**src/rtl/pci_parity_pkg.sv**
```systemverilog
package pci_parity_pkg;
  localparam int AD_W  = 32;
  localparam int CBE_W = 4;

  // Even parity bit over the full address/data and command/byte-enable set.
  function automatic logic even_par(input logic [AD_W-1:0] ad, input logic [CBE_W-1:0] cbe);
    return ^{ad, cbe};
  endfunction
endpackage

```
**src/rtl/pci_par_gen.sv**
```systemverilog
module pci_par_gen
  import pci_parity_pkg::*;
(
  input  logic             clk,
  input  logic             rst_n,
  input  logic [AD_W-1:0]  ad_out,
  input  logic [CBE_W-1:0] cbe_out,
  input  logic             ad_oe,
  output logic             par_out,
  output logic             par_oe
);
  // The parity trails its word by one clock, and so does its enable.
  always_ff @(posedge clk or negedge rst_n) begin
    if (!rst_n) begin
      par_out <= 1'b0;
      par_oe  <= 1'b0;
    end else begin
      par_out <= even_par(ad_out, cbe_out);
      par_oe  <= ad_oe;
    end
  end
endmodule

```
**src/rtl/pci_par_chk.sv**
```systemverilog
module pci_par_chk
  import pci_parity_pkg::*;
(
  input  logic             clk,
  input  logic             rst_n,
  input  logic [AD_W-1:0]  ad_in,
  input  logic [CBE_W-1:0] cbe_in,
  input  logic             par_in,
  input  logic             addr_phase,
  input  logic             irdy,
  input  logic             trdy,
  input  logic             agent_sel,
  output logic             mismatch,
  output logic             mis_is_addr
);
  logic exp_par_q;
  logic chk_addr_q;
  logic chk_data_q;
  logic data_beat;

  assign data_beat = irdy && trdy && agent_sel && !addr_phase;

  // Hold the recomputed parity and its qualifier until the parity bit arrives.
  always_ff @(posedge clk or negedge rst_n) begin
    if (!rst_n) begin
      exp_par_q  <= 1'b0;
      chk_addr_q <= 1'b0;
      chk_data_q <= 1'b0;
    end else begin
      exp_par_q  <= even_par(ad_in, cbe_in);
      chk_addr_q <= addr_phase;
      chk_data_q <= data_beat;
    end
  end

  assign mismatch    = (chk_addr_q || chk_data_q) && (exp_par_q != par_in);
  assign mis_is_addr = chk_addr_q;
endmodule

```
**src/rtl/pci_dpe_status.sv**
```systemverilog
module pci_dpe_status (
  input  logic clk,
  input  logic rst_n,
  input  logic mismatch,
  input  logic mis_is_addr,
  input  logic stat_wr,
  input  logic stat_wdata,
  output logic perr_pulse,
  output logic perr_is_addr,
  output logic dpe_status
);
  logic clr_req;
  assign clr_req = stat_wr && stat_wdata;

  always_ff @(posedge clk or negedge rst_n) begin
    if (!rst_n) begin
      perr_pulse   <= 1'b0;
      perr_is_addr <= 1'b0;
      dpe_status   <= 1'b0;
    end else begin
      perr_pulse   <= mismatch;
      perr_is_addr <= mismatch && mis_is_addr;
      if (mismatch)     dpe_status <= 1'b1;  // a new error wins over a clear
      else if (clr_req) dpe_status <= 1'b0;
    end
  end
endmodule

```
**src/rtl/pci_parity_unit.sv**
```systemverilog
module pci_parity_unit
  import pci_parity_pkg::*;
(
  input  logic             clk,
  input  logic             rst_n,
  input  logic [AD_W-1:0]  ad_out,
  input  logic [CBE_W-1:0] cbe_out,
  input  logic             ad_oe,
  output logic             par_out,
  output logic             par_oe,
  input  logic [AD_W-1:0]  ad_in,
  input  logic [CBE_W-1:0] cbe_in,
  input  logic             par_in,
  input  logic             addr_phase,
  input  logic             irdy,
  input  logic             trdy,
  input  logic             agent_sel,
  input  logic             stat_wr,
  input  logic             stat_wdata,
  output logic             perr_pulse,
  output logic             perr_is_addr,
  output logic             dpe_status
);
  logic mismatch;
  logic mis_is_addr;

  pci_par_gen u_gen (
    .clk(clk), .rst_n(rst_n), .ad_out(ad_out), .cbe_out(cbe_out),
    .ad_oe(ad_oe), .par_out(par_out), .par_oe(par_oe)
  );

  pci_par_chk u_chk_path (
    .clk(clk), .rst_n(rst_n), .ad_in(ad_in), .cbe_in(cbe_in), .par_in(par_in),
    .addr_phase(addr_phase), .irdy(irdy), .trdy(trdy), .agent_sel(agent_sel),
    .mismatch(mismatch), .mis_is_addr(mis_is_addr)
  );

  pci_dpe_status u_stat (
    .clk(clk), .rst_n(rst_n), .mismatch(mismatch), .mis_is_addr(mis_is_addr),
    .stat_wr(stat_wr), .stat_wdata(stat_wdata), .perr_pulse(perr_pulse),
    .perr_is_addr(perr_is_addr), .dpe_status(dpe_status)
  );
endmodule

```
**config.mk**
```make
export PLATFORM = sky130hd
export DESIGN_NAME = pci_parity_unit
export DESIGN_NICKNAME = d
export VERILOG_FILES = /design/src/rtl/pci_parity_pkg.sv /design/src/rtl/pci_par_gen.sv /design/src/rtl/pci_par_chk.sv /design/src/rtl/pci_dpe_status.sv /design/src/rtl/pci_parity_unit.sv
export SDC_FILE = /design/constraint.sdc
export NUM_CORES = 1
export LEC_CHECK = 0
export BUFFER_PORTS_ARGS = -buffer_cell sky130_fd_sc_hd__buf_2
export CAP_MARGIN = 40
export CORE_AREA = 2 2 52 54
export CTS_BUF_LIST = sky130_fd_sc_hd__clkbuf_8
export CTS_CLUSTER_SIZE = 25
export DETAILED_ROUTE_END_ITERATION = 6
export DIE_AREA = 0 0 54 56
export GPL_ROUTABILITY_DRIVEN = 0
export PLACE_DENSITY = 0.8
export SETUP_SLACK_MARGIN = 0.1
export SLEW_MARGIN = 20
export SYNTH_ARGS = -nofsm -noshare
export SYNTH_HDL_FRONTEND = slang
export SYNTH_SLANG_ARGS = --single-unit
```
**constraint.sdc**
```tcl
create_clock -name clk -period 0.9 [get_ports clk]
set_input_delay 0 -clock clk [delete_from_list [all_inputs] [get_ports clk]]
set_output_delay 0 -clock clk [all_outputs]
set_load 0.01 [all_outputs]
```
After elaboration in Yosys (flattened, before gate mapping):

Cells that the tools add are included.

* register bits: 8
* input port bits: 82
* output and inout port bits: 5
* word-level logic and storage cells: 22

* eq/ne operators: 1
* multiplexer cells: 2
* reduce and logical (&&, ||, !) cells: 11

Operators with widths (number)
* 36-bit parity: 2
* 1-bit logical AND: 6
* 1-bit two-way mux: 2
* 2-bit nonzero test: 1
* 1-bit logical NOT: 1
* 1-bit logical OR: 1
* 1-bit != test: 1

Logic depth before layout (Yosys ltp):

Gate-level depths: netlist of run 1.

* depth after elaboration: 3
* depth in mapped cells: 5
* mapped depth without buffers: 5

Hierarchy:

Synthesis of run 1 repeated with hierarchy kept, for this count alone.

* cell total of the unflattened synthesis: 83
* area, all modules: 867.1 µm²

By module, submodules not included
* pci_par_chk: instances 1, cells each 41, area each 412.9 µm², sequential area each 75.1 µm²
* pci_par_gen: instances 1, cells each 36, area each 361.6 µm², sequential area each 50.0 µm²
* pci_dpe_status: instances 1, cells each 6, area each 92.6 µm², sequential area each 75.1 µm²

Worst setup path before layout of run 1:

OpenSTA, ideal clock, no wires.

* path kind: in2reg
* start: in ad_in[22]
* end: reg u_chk_path.exp_par_q
* library setup time: 0.123 ns
* arrival time: 0.986 ns
* required time: 0.777 ns
* setup slack: -0.208 ns
* cell stages on the path: 5
* buffers on the path: 0
* path through: xor2_1 -> xnor2_1 -> xnor2_1 -> xnor3_1 -> xnor2_1

* longest elaborated chain between the ends: 1

Ends and longest elaborated chain
* start, declared: line pci_parity_unit.sv:11 `input logic [AD_W-1:0] ad_in,`
* 36-bit parity: line pci_parity_pkg.sv:7 `return ^{ad, cbe};`
* end signal, assigned: line pci_par_chk.sv:30 `exp_par_q <= even_par(ad_in, cbe_in);`
* end, declared: line pci_par_chk.sv:16 `logic exp_par_q;`

Every way passes these cells.
A chain may end at the register's enable or synchronous reset.

Final worst setup path of run 1:

* start: in ad_in[13]
* end: reg u_chk_path.exp_par_q

The elaborated chain is that of the path after synthesis.

==> metrics.yaml, run 1 <==
grt_max_degree: 9
crit_arrival_ns: 1.13
cts_buffers: 3
synth_largest_area_cell: "xnor2_1"
dieArea_um2: 3020
track_usage_pct: 16.0
netlist_area_um2: 867
hold_path_depth: 3
cts_root_buf: "clkbuf_8"
holdWs_ns: 0.0391
grt_pass1_wl_mm: 3.51
critPathRequiredTime_ns: 1.01
vdd_drop_max_uv: 1180
total_leakage_power_nw: 0.758
grt-ovfl-total: 0
tightest_slew_ns: 0.201
fin_util_pct: 63.7
hp-class: "input pin to register"
postSynthCellCount: 83
min_period_over_period_pct: 114
ys_types: 9
fin_tns_setup_ns: -0.243
fin_ws_ns: -0.123
cts_tree: "built"
post_cts_buffers: 0
max_cap_violations: 0
ys_seq_area_share_pct: 23.1
post-place-ws_ns: -0.400
via_count: 874
fp-row-count: 18
synth_top_cell_area_share_pct: 59.6
antenna_found_initial: 0
drt_iter0_drc: 5
diodes: 0
synth_seq_cells: 8
slew_violations: 0
port_buffers: 86
max_freq_mhz: 978
finalPower_mw: 2.34
finalSetupViolations: 2
status: "finished with violations"
syn_to_final_growth_pct: 78.8
dp_hpwl_mm: 1.93
clock_skew_ns: 0.00112
cp-start-kind: "input pin"
crit_path_end_kind: "register"
firstDrtPassIters: 2
htreeDepth: 1
die_w_um: 54
period_minus_slack_ns: 1.02
violations: "setup timing"
clock_path_buffers: 2
core_um2: 2430
worstPathMaxFanout: 1
clock_sinks: 8
synth_warnings: 0
io_pins: 87
avgViaCountPerCell: 4.26
die_y_um: 56
syn_avg_cell_area_um2: 10.4
drive_gt1_share_pct: 57.7
insertion_delay_ns: 0.23
ant_nets: 0
cts.clk_slew.worst_paths_ns: 0.04
start_util_pct: 35.6
grt_pass1_vias: 915
routed_wl_mm: 2.32
r2r_cells: 3
p_per_area_nw_per_um2: 1510
hold_viol: 0
drcViolationCount: 0
path_class: "input pin to register"
synth_area_leaders: "xnor2_1, dfrtp_1, xor2_1"
rsz0062_at_grt: "true"
layout.nets: 259
maxSlewHeadroom_pct: 86.5
routedWlPerCell_um: 11.3
syn_nets: 165
[state kept, by name (all words and copies together), names as in the netlist]
| signal | flops |
|---|---|
| u_chk_path.chk_data_q | 1 |
| u_chk_path.exp_par_q | 1 |
| u_chk_path.mis_is_addr | 1 |
| u_gen.par_oe | 1 |
| u_gen.par_out | 1 |
| u_stat.dpe_status | 1 |
| u_stat.perr_is_addr | 1 |
| u_stat.perr_pulse | 1 |
[layer usage]
metal	GRT usage, %	wire (um)
met5	0	0
met4	3.21	48
met3	6.45	231
met2	32.2	1420
met1	13.5	625
[worst paths after layout]
kind / to / from / slack [ns]
setup / recovery: u_chk_path.exp_par_q$_DFF_PN0_ / ad_in[13] / -0.12
hold / removal: u_stat.dpe_status$_DFFE_PN0P_ / stat_wdata / 0.04
setup reg to reg: u_stat.dpe_status$_DFFE_PN0P_ / u_chk_path.exp_par_q$_DFF_PN0_ / 0.02
hold reg to reg: u_stat.dpe_status$_DFFE_PN0P_ / u_stat.dpe_status$_DFFE_PN0P_ / 0.47
max in group asynchronous: u_chk_path.exp_par_q$_DFF_PN0_ / rst_n / 0.60
min in group asynchronous: u_gen.par_oe$_DFF_PN0_ / rst_n / 0.14
[layout make-up]
type,instances,area [um2]
fill,220,882
sequential,8,200
tap,30,37.5
timing repair buffer,89,508
multi-input combinational,75,763
clock buffer,3,41.3
[critical path, cell delays in order]
cell and delay (ns):
buf_6 0.09, xor2_1 0.16, xnor2_1 0.19, xnor2_1 0.14
xnor3_1 0.41, xnor2_1 0.13
[placed cells by master, fill, tap and decap left out, drive strengths merged]
cell,n
and4b,1
xnor2,59
clkbuf,3
nor2,2
buf,86
xnor3,2
dfrtp,8
a21o,1
xor2,8
nand2,1
nor2b,1
dlygate4sd3,3
[metrics by stage]
step / instance area (um2) / instances
after floorplan: 882 / 83
after global placement: 1350 / 199
after detailed placement: 1350 / 199
after CTS: 1470 / 205
after global routing: 1550 / 205
final: 1550 / 205
[synth_stat cells]
library cell	n
xnor3_1	2
and4b_1	1
dfrtp_1	8
xnor2_1	59
a21o_1	1
nor2_1	2
nor2b_1	1
xor2_1	8
nand2_1	1
[logic make-up (layout without fill, tap and decap cells)]
| kind of cell | count (synthesis) | after routing | share of synthesized area (%) |
|---|---|---|---|
| xor gates and xnor gates | 69 | 69 | 72.9 |
| AOI/OAI and AO/OA | 1 | 1 | 0.866 |
| and+or+nand+nor | 5 | 5 | 3.18 |
| DFF | 8 | 8 | 23.1 |
| buffers and inverters | 0 | 92 | 0 |
[repair_timing]
action	4_1_cts	5_1_grt
setup endpoints to repair	3	4
pin swaps	3	10
hold endpoints to repair	10	0
hold buffers	3	0
gates resized for setup	7	12
[power breakdown]
group          switching, mW  total, mW  internal [mW]  leakage (nW)
Combinational          0.517       1.40          0.883         0.639
Clock                  0.138      0.428          0.289        0.0216
Sequential            0.0391      0.515          0.476        0.0972
Total                  0.694       2.34           1.65         0.758
No activity file was read; power rests on OpenSTA's default activity.
==> run 2: changes to the inputs <==
--- a/config.mk
+++ b/config.mk
@@ -14,8 +14,8 @@
 export DIE_AREA = 0 0 54 56
 export GPL_ROUTABILITY_DRIVEN = 0
 export PLACE_DENSITY = 0.8
+export REMOVE_ABC_BUFFERS = 1
 export SETUP_SLACK_MARGIN = 0.1
-export SLEW_MARGIN = 20
 export SYNTH_ARGS = -nofsm -noshare
 export SYNTH_HDL_FRONTEND = slang
 export SYNTH_SLANG_ARGS = --single-unit
==> metrics.yaml, run 2 (synthesis results as in run 1) <==
max_freq_mhz: 987  # +0.89%
dpl.cell_count: 199  # unchanged
diodes: 0  # unchanged
die_y_um: 56  # unchanged
routed_wl_mm: 2.14  # -7.9%
ant_nets: 0  # unchanged
io_pins: 87  # unchanged
multi_input_area_um2: 737  # -3.4%
nFillCells: 202  # -8.2%
fp-row-count: 18  # unchanged
crit_arrival_ns: 1.12  # about the same
cts.clk_slew.worst_paths_ns: 0.04  # about the same
drcViolationCount: 0  # unchanged
status: "finished with violations"
crit_slowest_cell: "xnor3_1"
final_cell_mix: "buf_2, xnor2_1, xnor2_2"
htreeDepth: 1  # unchanged
worstHoldStart: "stat_wdata"
total_leakage_power_nw: 0.751  # -0.94%
clkPwrFrac_pct: 17.9  # -0.4 points
holdWs_ns: 0.0479  # +0.00880 ns
drive_gt1_share_pct: 56.8  # -0.90 points
r2r_start: "u_chk_path.exp_par_q$_DFF_PN0_"
drt_iter0_drc: 1  # -4
min_period_over_period_pct: 113  # -1.0 points
layout.cells.non_filler: 206  # +0.49%
max_cap_violations: 0  # unchanged
seqPwrFrac_pct: 22.1  # about the same
syn_to_final_growth_pct: 76.9
core_um2: 2430  # unchanged
worstPathMaxFanout: 1  # unchanged
start_util_pct: 35.6  # unchanged
drt-met1-wl_um: 520  # -17%
grt_max_degree: 9  # unchanged
fin_util_pct: 63.1  # -0.67 points
cp-start-kind: "input pin"
p_per_area_nw_per_um2: 1540  # +1.7%
avgViaCountPerCell: 4.31  # +1.1%
fin_ws_ns: -0.114  # +0.00900 ns
violations: "setup timing"
hold_viol: 0  # unchanged
cts_tree: "built"
cpMostUsedCell: "xnor2_1"
firstDrtPassIters: 3  # +1
clock_sinks: 8  # unchanged
dp_hpwl_mm: 1.82  # -6.0%
grt-ovfl-total: 0  # unchanged
wl_met3_um: 278  # +20%
layout.nets: 260  # +0.39%
cp_cell_sequence: "buf_2 > xnor2_2 > xnor2_1 > xnor2_1 > xnor3_1 > xnor2_1"
finalSetupViolations: 3  # +1
period_minus_slack_ns: 1.01  # -0.00899 ns
dieArea_um2: 3020  # unchanged
antenna_found_initial: 0  # unchanged
pwr-share-comb_pct: 59.9  # about the same
regArea_um2: 200  # unchanged
p_int_mw: 1.66  # +1.0%
clock_path_buffers: 2  # unchanged
layout_commonest_cell: "buf_2"
hp-class: "input pin to register"
cp-startpoint: "ad_out[3]"
tightest_slew_ns: 0.213  # +0.0116 ns
crit_path_end_kind: "register"
grt_pass1_vias: 958  # +4.7%
post-place-ws_ns: -0.388  # +0.0123 ns
cts_buffers: 3  # unchanged
vdd_drop_max_uv: 1110  # -6.0%
max_stage_delay_ns: 0.35  # -0.06 ns
insertion_delay_ns: 0.22  # about the same
highest_layer: "met3"
sw_frac_of_total_pct: 29.4  # -0.28 points
grt_pass1_wl_mm: 3.31  # -5.7%
track_usage_pct: 14.9  # -1.0 points
routedWlPerCell_um: 10.4  # -8.4%
maxSlewHeadroom_pct: 85.7  # -0.78 points
cts_root_buf: "clkbuf_8"
p_switching_uw: 692  # -0.33%
port_buffers: 86  # unchanged
met2WireLength_mm: 1.34  # -5.4%
die_w_um: 54  # unchanged
rsz0062_at_grt: "true"
via_count: 888  # +1.6%
slew_violations: 0  # unchanged
clock_skew_ns: 0.000338  # -0.000783 ns
path_class: "input pin to register"
critPathRequiredTime_ns: 1.01  # about the same
## run 2: cell count changes in the layout (fill, tap and decap cells not counted)
cell     before  now
buf_4         0    1
buf_2        79   78
xnor2_4       1    0
xnor2_2      10    9
buf_6         6    8
xnor2_1      48   50
buf_8         1    0
## run 2: final cells by class
cell class / count / share of cell area [%]
well taps: 30 / 2.45
flip-flops and latches: 8 / 13.1
repair buffers: 90 / 33.8
multi-input cells: 75 / 48.0
clock buffers: 3 / 2.69
## run 2: path summary, 6_finish.rpt
kind / to / slack (ns) / depth (start not counted)
setup / recovery: u_gen.par_out$_DFF_PN0_ / -0.11 / 6
hold / removal: u_stat.dpe_status$_DFFE_PN0P_ / 0.05 / 3
setup reg to reg: u_stat.dpe_status$_DFFE_PN0P_ / 0 / 3
hold reg to reg: u_stat.dpe_status$_DFFE_PN0P_ / 0.47 / 1
max in group asynchronous: u_chk_path.exp_par_q$_DFF_PN0_ / 0.59 / 2
min in group asynchronous: u_stat.dpe_status$_DFFE_PN0P_ / 0.15 / 2
## run 2: timing repair
item                       in CTS  in global routing
hold buffers                    3                  0
pin swaps                      12                  4
hold endpoints to repair       10                  0
setup buffers                   0                  1
gates resized for setup        14                  4
setup endpoints to repair       3                  4
## run 2: worst max-delay path: cells and delay by family
| kind | cells | cell delay [ns] |
|---|---|---|
| xor+xnor | 5 | 1.01 |
| buf+inv | 1 | 0.11 |
## run 2: metrics by stage
step	TNS (ns)	power (mW)	cell area (um2)
2_1_floorplan	-0.417	1.46	867
5_1_grt	-0.447	2.54	1530
6_report	-0.221	2.36	1530
3_3_place_gp	-0.708	1.79	1340
3_5_place_dp	-0.758	1.82	1340
4_1_cts	-0.238	2.34	1500
## run 2: per-layer routing
layer	vias to the layer above	global-route usage (%)
met4	0	6.07
li1	440	-
met2	62	33.4
met1	386	9.45
met5	-	0
met3	0	3.76
## run 2: power by group through the flow
stage / clock network, mW / registers (mW) / logic [mW]
2_1_floorplan: 0 / 0.554 / 0.906
3_3_place_gp: 0 / 0.514 / 1.27
3_5_place_dp: 0 / 0.520 / 1.30
4_1_cts: 0.439 / 0.522 / 1.38
5_1_grt: 0.458 / 0.529 / 1.55
6_report: 0.423 / 0.521 / 1.41
